==> src/rtl/psd_pkg.sv <==
package psd_pkg;
  localparam int unsigned DEF_A_W      = 7;
  localparam int unsigned DEF_N_W      = 11;
  localparam int unsigned DEF_DIV_FAST = 64;
  localparam int unsigned DEF_DIV_SLOW = 128;
  localparam int unsigned MIN_MAIN     = 5;
endpackage

==> src/rtl/psd_prescaler.sv <==
module psd_prescaler #(
  parameter int unsigned DIV_FAST = 64,
  parameter int unsigned DIV_SLOW = 128,
  parameter int unsigned PW       = $clog2(DIV_SLOW + 1)
) (
  input  logic clk_i,
  input  logic rst_ni,
  input  logic restart_i,
  input  logic fast_i,
  input  logic mc_i,
  output logic tick_o
);
  logic [PW-1:0] cnt_q;
  logic [PW-1:0] last_v;

  // terminal count is modulus-1, one extra clock while mc is high
  always_comb begin
    last_v = (fast_i ? PW'(DIV_FAST - 1) : PW'(DIV_SLOW - 1)) + PW'(mc_i);
    tick_o = (cnt_q == last_v);
  end

  always_ff @(posedge clk_i or negedge rst_ni) begin
    if (!rst_ni)                  cnt_q <= '0;
    else if (restart_i || tick_o) cnt_q <= '0;
    else                          cnt_q <= cnt_q + PW'(1);
  end
endmodule

==> src/rtl/psd_swallow.sv <==
module psd_swallow #(
  parameter int unsigned A_W = 7
) (
  input  logic           clk_i,
  input  logic           rst_ni,
  input  logic           restart_i,
  input  logic [A_W-1:0] a_next_i,
  input  logic [A_W-1:0] a_lat_i,
  input  logic           tick_i,
  output logic           mc_o
);
  logic [A_W-1:0] cnt_q;
  logic           mc_q;

  always_ff @(posedge clk_i or negedge rst_ni) begin
    if (!rst_ni) begin
      cnt_q <= '0;
      mc_q  <= 1'b0;
    end else if (restart_i) begin
      cnt_q <= '0;
      mc_q  <= (a_next_i != '0);
    end else if (tick_i && mc_q) begin
      cnt_q <= cnt_q + A_W'(1);
      if (cnt_q == a_lat_i - A_W'(1)) mc_q <= 1'b0;
    end
  end

  assign mc_o = mc_q;
endmodule

==> src/rtl/psd_main.sv <==
module psd_main #(
  parameter int unsigned N_W = 11
) (
  input  logic           clk_i,
  input  logic           rst_ni,
  input  logic           restart_i,
  input  logic           tick_i,
  input  logic [N_W-1:0] n_lat_i,
  output logic           last_o
);
  logic [N_W-1:0] cnt_q;

  assign last_o = tick_i && (cnt_q == n_lat_i - N_W'(1));

  always_ff @(posedge clk_i or negedge rst_ni) begin
    if (!rst_ni)        cnt_q <= '0;
    else if (restart_i) cnt_q <= '0;
    else if (tick_i)    cnt_q <= cnt_q + N_W'(1);
  end
endmodule

==> src/rtl/pulse_swallow_div.sv <==
module pulse_swallow_div #(
  parameter int unsigned A_W      = psd_pkg::DEF_A_W,
  parameter int unsigned N_W      = psd_pkg::DEF_N_W,
  parameter int unsigned DIV_FAST = psd_pkg::DEF_DIV_FAST,
  parameter int unsigned DIV_SLOW = psd_pkg::DEF_DIV_SLOW
) (
  input  logic           clk_i,
  input  logic           rst_ni,
  input  logic [A_W-1:0] swallow_i,
  input  logic [N_W-1:0] main_i,
  input  logic           fast_sel_i,
  output logic           fp_o,
  output logic           mc_o
);
  localparam int unsigned PW = $clog2(DIV_SLOW + 1);

  logic           start_q;
  logic [A_W-1:0] a_lat;
  logic [N_W-1:0] n_lat;
  logic           sel_lat;
  logic           fp_q;
  logic           pre_tick;
  logic           main_last;
  logic           cyc_end;
  logic           reload;

  assign cyc_end = main_last && !start_q;
  assign reload  = start_q || cyc_end;

  always_ff @(posedge clk_i or negedge rst_ni) begin
    if (!rst_ni) begin
      start_q <= 1'b1;
      a_lat   <= '0;
      n_lat   <= '0;
      sel_lat <= 1'b0;
      fp_q    <= 1'b0;
    end else begin
      start_q <= 1'b0;
      fp_q    <= cyc_end;
      // settings move only at a cycle boundary
      if (reload) begin
        a_lat   <= swallow_i;
        n_lat   <= main_i;
        sel_lat <= fast_sel_i;
      end
    end
  end

  psd_prescaler #(
    .DIV_FAST(DIV_FAST),
    .DIV_SLOW(DIV_SLOW),
    .PW      (PW)
  ) u_pre (
    .clk_i    (clk_i),
    .rst_ni   (rst_ni),
    .restart_i(reload),
    .fast_i   (sel_lat),
    .mc_i     (mc_o),
    .tick_o   (pre_tick)
  );

  psd_swallow #(.A_W(A_W)) u_swl (
    .clk_i    (clk_i),
    .rst_ni   (rst_ni),
    .restart_i(reload),
    .a_next_i (swallow_i),
    .a_lat_i  (a_lat),
    .tick_i   (pre_tick),
    .mc_o     (mc_o)
  );

  psd_main #(.N_W(N_W)) u_main (
    .clk_i    (clk_i),
    .rst_ni   (rst_ni),
    .restart_i(reload),
    .tick_i   (pre_tick),
    .n_lat_i  (n_lat),
    .last_o   (main_last)
  );

  assign fp_o = fp_q;
endmodule

==> config.mk <==
export PLATFORM = sky130hd
export DESIGN_NAME = pulse_swallow_div
export DESIGN_NICKNAME = d
export VERILOG_FILES = /design/src/rtl/psd_pkg.sv /design/src/rtl/psd_prescaler.sv /design/src/rtl/psd_swallow.sv /design/src/rtl/psd_main.sv /design/src/rtl/pulse_swallow_div.sv
export SDC_FILE = /design/constraint.sdc
export NUM_CORES = 1
export LEC_CHECK = 0
export ABC_AREA = 1
export BUFFER_PORTS_ARGS = -buffer_cell sky130_fd_sc_hd__buf_2
export CAP_MARGIN = 20
export CORE_ASPECT_RATIO = 1.75
export CORE_MARGIN = 2
export CORE_UTILIZATION = 60
export CTS_CLUSTER_DIAMETER = 60
export CTS_CLUSTER_SIZE = 40
export DETAILED_ROUTE_END_ITERATION = 6
export PLACE_DENSITY_LB_ADDON = 0.25
export SETUP_SLACK_MARGIN = 0.02
export SLEW_MARGIN = 5
export SYNTH_ARGS = -nofsm -noshare
export SYNTH_HDL_FRONTEND = slang
export SYNTH_HIERARCHICAL = 1
export SYNTH_SLANG_ARGS = --single-unit
==> constraint.sdc <==
create_clock -name clk_i -period 3.4 [get_ports clk_i]
set_clock_uncertainty 0.1 [all_clocks]
set_input_delay 0.68 -clock clk_i [delete_from_list [all_inputs] [get_ports clk_i]]
set_output_delay 0.68 -clock clk_i [all_outputs]
set_load 0.02 [all_outputs]
## After elaboration in Yosys (flattened, before gate mapping)

Index checks and enable logic that the tools add are counted.

| word-level totals | value |
|---|---|
| flip-flop bits (word level) | 48 |
| latch bits | 0 |
| bits in writable memories | 0 |
| memory bits (read-only) | 0 |
| input bits | 21 |
| output and inout port bits | 2 |
| logic and storage cells | 38 |
| memories | 0 |

| operators by class | value |
|---|---|
| $add $sub $neg | 6 |
| $mul | 0 |
| div/mod/pow operators | 0 |
| magnitude comparators | 0 |
| eq/ne operators | 3 |
| shift operators | 0 |
| muxes and demuxes | 9 |
| bitwise logic cells | 0 |
| reduce and logical (&&, ||, !) cells | 11 |

Operators with widths:

| cell | number |
|---|---|
| 2-to-1 mux 11 bit | 2 |
| 2-to-1 mux 7 bit | 3 |
| adder 11 x 1 -> 11 bit (second input constant) | 1 |
| == test 11 bit | 1 |
| subtractor 11 x 1 -> 11 bit (second input constant) | 1 |
| adder 8 x 1 -> 8 bit | 1 |
| adder 8 x 1 -> 8 bit (second input constant) | 1 |
| == test 8 bit | 1 |
| 2-to-1 mux 8 bit | 1 |
| adder 7 x 1 -> 7 bit (second input constant) | 1 |
| == test 7 bit | 1 |
| nonzero test 7 bit | 1 |
| subtractor 7 x 1 -> 7 bit (second input constant) | 1 |
| nonzero test 2 bit | 3 |
| logical AND 1 bit | 3 |
| 2-to-1 mux 1 bit | 3 |
| logical OR 1 bit | 2 |
| AND reduction 2 bit | 1 |
| zero test 1 bit | 1 |

## Logic depth before layout (Yosys ltp)

| logic depth | value |
|---|---|
| depth in word-level cells | 8 |
| mapped depth | 27 |
| gate-level depth less buffers | 26 |

## By module

The synthesis kept the hierarchy.

By module, submodules not included:

| module | times used | cells an instance | area each (sq um) | seq. area each (sq um) |
|---|---|---|---|---|
| psd_main | 1 | 157 | 980.9 | 275.3 |
| pulse_swallow_div | 1 | 89 | 818.3 | 526.8 |
| psd_swallow | 1 | 108 | 678.2 | 200.2 |
| psd_prescaler | 1 | 64 | 485.5 | 200.2 |

## Worst setup path before layout

Ideal clock, no wire load.

| timing path | value |
|---|---|
| kind | flip-flop to flip-flop |
| from | reg u_swl.mc_q, in the netlist u_swl/mc_o |
| to | reg u_main.cnt_q[9] |
| data arrival time | 3004 ps |
| setup slack | 175 ps |
| stages on the path, launching flop included | 26 |
| path buffers | 1 |
| period minus slack after synthesis | 3225 ps |
| cells stage by stage | dfrtp_1 -> ha_1 -> inv_1 -> nand2_1 -> nand2_1 -> nor2_1 -> nand3_2 -> inv_1 -> nand2_1 -> nor2_1 -> nand2_1 -> nor2_1 -> nand3_1 -> nor2_1 -> nand3_1 -> nor2_1 -> nor2_1 -> buf_4 -> inv_1 -> nor2_2 -> nor3_4 -> nand3_2 -> inv_2 -> nand3_2 -> o21ai_0 -> nor2_1 |

| on the way | value |
|---|---|
| longest elaborated chain between the ends | 6 |
| elaborated cells between the ends (all ways) | 7 |
| classes of those cells | add/sub: 1; eq/ne: 1; mux: 1; reduce/logical: 4 |

Ends and longest elaborated chain:

| item | RTL line | source |
|---|---|---|
| from (decl) | psd_swallow.sv:13 | `logic mc_q;` |
| from (signal assigned) | psd_swallow.sv:21 | `mc_q <= (a_next_i != '0);` |
| adder 8 x 1 -> 8 bit (*) | psd_prescaler.sv:18 | `last_v = (fast_i ? PW'(DIV_FAST - 1) : PW'(DIV_SLOW - 1)) + PW'(mc_i);` |
| == test 8 bit (*) | psd_prescaler.sv:19 | `tick_o = (cnt_q == last_v);` |
| net pre_tick | pulse_swallow_div.sv:22 | `logic pre_tick;` |
| logical AND 1 bit (*) | psd_main.sv:13 | `assign last_o = tick_i && (cnt_q == n_lat_i - N_W'(1));` |
| net main_last | pulse_swallow_div.sv:23 | `logic main_last;` |
| logical AND 1 bit (*) | pulse_swallow_div.sv:27 | `assign cyc_end = main_last && !start_q;` |
| logical OR 1 bit (*) | pulse_swallow_div.sv:28 | `assign reload = start_q \|\| cyc_end;` |
| net reload | pulse_swallow_div.sv:25 | `logic reload;` |
| 2-to-1 mux 11 bit / nonzero test 2 bit (equally long branches) | n/a |  |
| to (signal assigned) | psd_main.sv:18 | `else if (tick_i) cnt_q <= cnt_q + N_W'(1);` |
| to (decl) | psd_main.sv:11 | `logic [N_W-1:0] cnt_q;` |

Mark *: on every way through the listed nets, which the timed path passes. The rest lies on a longest branch.
A chain may end at the register's enable or synchronous reset.

## Final worst setup path

Same ends and word-level chain as after synthesis.

==> flow_summary.json <==
{
  "rsz_0062_raised_after_global_routing": "false",
  "ant_nets": 0,
  "root_driver": "clkbuf_8",
  "drt_drc_violations_left": 0,
  "tritoncts": "done",
  "final-setup-viol-count": 0,
  "core_area_mm2": 0.00471,
  "post-route-min-period_ns": 2.99,
  "netSwitchingPower_mw": 0.361,
  "syn2layout_area_growth_pct": 10.5,
  "kind_of_start_point_of_the_critical_path": "register",
  "io-pin-count": 23,
  "cts-hold-fix-buffers": 0,
  "total_power_mw": 1.28,
  "global_route_wire_length_before_repair_mm": 11.6,
  "postLayoutSetupSlackWorst_ns": 0.412,
  "crit_arrival_ns": 3.13,
  "outcome": "complete, no violations",
  "firstDrtPassIters": 4,
  "wl_mm": 6.40,
  "synth-seq-area-share": 0.406,
  "vias_per_cell": 5.26,
  "r2r_slack_ns": 0.41,
  "dieHeight_um": 97.0,
  "final.setup.tns_ns": 0,
  "synth-simple-area-share": 0.357,
  "regToRegStartpoint": "u_swl/mc_o",
  "syn_avg_cell_area_um2": 7.09,
  "criticalPathCategory": "register to register",
  "final-max-slew-violation-count": 0,
  "clock_tree.htree_level_count": 2,
  "commonest_cells_in_the_netlist": "nand2_1 (130), inv_1 (54), nor2_1 (49)",
  "critical_path_required_ns": 3.54,
  "antenna_violations_before_repair": 0,
  "synth-compound-area-share": 0.0853,
  "die_area_mm2": 0.00554,
  "fmax_mhz": 335,
  "overflow": 0,
  "synthesis.instances": 418,
  "timing.final.hold_violations": 0,
  "dominant_combinational_cell_family_by_area_after_synthesis": "simple AND/OR/NAND/NOR gates",
  "start_util": 0.629,
  "hpwl_mm": 4.86,
  "clk_network_pwr_share": 0.345,
  "cell_area_after_placement_mm2": 0.00313,
  "grt_usage": 0.258,
  "muxShareOfSynthArea": 0,
  "cts_inserted_buffers": 5,
  "maxCapViolCount": 0,
  "grt_max_degree": 49,
  "asyncSetResetFlopFracSynth": 1.00,
  "gpl.final_weighted_congestion": 0.877,
  "synth.largest_area_cell": "dfrtp_1",
  "power_density_mw_per_mm2": 390,
  "power.share.switching": 0.283,
  "peakVddDrop_mv": 0.326,
  "instance_count_after_placement_with_tap_cells_included": 489,
  "synthDominantCellAreaShare": 0.397,
  "timing.hold.ws_ns": 0.228,
  "placement.setup.worst_slack_ns": 0.295,
  "fin_nets": 472,
  "synthesis_warnings": 6,
  "num_antenna_cells": 0,
  "worst_setup_path_end_kind": "register",
  "layoutNonFillerInstCount": 498,
  "grt_pass1_vias": 2770,
  "most_used_dff_post_synth": "dfrtp_1",
  "period_share": 0.879,
  "worst_setup_hold_path_clk_slew_ns": 0.09,
  "chipWidth_um": 57.1,
  "clk_path_buf_depth": 2,
  "yosysUniqueCellTypes": 33,
  "internal_power_mw": 0.914,
  "worst_setup_path_startpoint": "u_swl/mc_o",
  "reg2reg_depth": 25,
  "synth-xor-area-share": 0.0384,
  "synth_adder_area_share": 0.0253,
  "final_core_util": 0.695,
  "synth_edf_count": 0,
  "port_bufs": 22,
  "synth.area.top_cells": "dfrtp_1 (40%), nand2_1 (16%), inv_1 (6.8%)",
  "yosysMostFrequentCell": "nand2_1",
  "clock_latency_late_sink_ns": 0.30,
  "timing.hold.worst.class": "input pin to async pin",
  "relative_contribution_of_sequential_cells_to_total_power": 0.498,
  "core.rowCount": 33,
  "syn_nets": 445,
  "cp_max_fo": 6,
  "p_comb_frac": 0.157,
  "route.detailed.wl_per_inst_um": 12.8,
  "drive_gt1_frac": 0.139,
  "finalInstanceArea_mm2": 0.00327,
  "total_leakage_power_nw": 1.66,
  "postSynthRegisterBits": 48,
  "routed-via-count": 2620,
  "timing.rr.end": "u_main/cnt_q[9]",
  "critPathCapture": "u_main/cnt_q[9]",
  "drt_first_iter_violations": 72,
  "clock-sinks": 48,
  "syn-cell-area_mm2": 0.00296
}
==> worst min path at each step <==
| stage | endpoint | slack [ns] | cells after the start | start |
|---|---|---|---|---|
| floorplan | a_lat[0] | 0.28 | 0 | rst_ni |
| global route | n_lat[5] | 0.27 | 1 | rst_ni |
| detailed placement | sel_lat | 0.37 | 2 | sel_lat |
| global placement | sel_lat | 0.37 | 2 | sel_lat |
| finish | u_main/cnt_q[9] | 0.23 | 1 | rst_ni |
| CTS | sel_lat | 0.39 | 2 | sel_lat |
==> layer usage <==
layer | vias up | GRT usage | routed length (um)
li1 | 1354 | - | -
met1 | 1200 | 0.288 | 2560
met2 | 50 | 0.470 | 3470
met3 | 16 | 0.0307 | 167
met4 | 0 | 0.118 | 198
met5 | - | 0 | 0
==> critical path, stage by stage (launching register included) <==
cell and delay (ns):
dfrtp_2 0.45, ha_1 0.30, inv_1 0.04, nand2_1 0.05, nand2_1 0.05, nor2_1 0.11
nand3_2 0.14, inv_4 0.12, nand2_1 0.06, nor2_1 0.07, nand2_1 0.06, nor2_1 0.09
nand3_1 0.08, nor2_1 0.11, nand3_1 0.07, nor2_1 0.13, nor2_1 0.08, inv_1 0.09
nor2_2 0.07, nor3_4 0.16, nand3_2 0.09, inv_2 0.08, nand3_2 0.08, o21bai_2 0.12
inv_1 0.05, nor2_1 0.08
==> power by group through the flow <==
stage	Clock [mW]	Combinational, mW	Sequential, mW
3_3_place_gp	0	0.189	0.645
5_1_grt	0.468	0.232	0.641
2_1_floorplan	0	0.143	0.634
6_report	0.440	0.200	0.635
3_5_place_dp	0	0.195	0.646
4_1_cts	0.446	0.197	0.635
==> flip-flops by register name (all words and copies together) (netlist names) <==
| register | cells |
|---|---|
| a_lat | 7 |
| start_q | 1 |
| u_swl/cnt_q | 7 |
| fp_o | 1 |
| u_pre/cnt_q | 8 |
| n_lat | 11 |
| u_swl/mc_o | 1 |
| u_main/cnt_q | 11 |
| sel_lat | 1 |
==> cell usage in the layout (no fill, tap or decap), drive strengths merged, types with 2 or more instances in the layout <==
| master | instances |
|---|---|
| nor2 | 56 |
| nand4 | 5 |
| dfrtp | 47 |
| o21ai | 34 |
| clkinv | 2 |
| inv | 58 |
| nand3b | 2 |
| nor3 | 11 |
| clkbuf | 6 |
| nand2 | 133 |
| o21bai | 2 |
| ha | 6 |
| xor2 | 7 |
| a21oi | 9 |
| buf | 26 |
| xnor2 | 6 |
| nand3 | 31 |
==> area by class of cell <==
type,count,area (um2)
repair buffers,26,153
fillers,420,1430
multi-input cells,305,1510
clock buffers,6,82.6
clock inverters,2,38.8
flip-flops and latches,48,1200
inverters,59,224
well taps,52,65.1
==> cells by family (layout without fill, tap and decap cells) <==
logic type      count (synthesis)  after routing
compound gates                 47             47
xor+xnor                       13             13
fa+ha+maj                       6              6
buf+inv                        65             93
flops                          48             48
other cells                     1              1
simple gates                  238            238
==> repair_timing <==
item,in CTS,in global routing
setup endpoints to repair,0,4
resized for setup,0,5
buffers inserted,0,0
No activity file was read; power rests on OpenSTA's default activity.
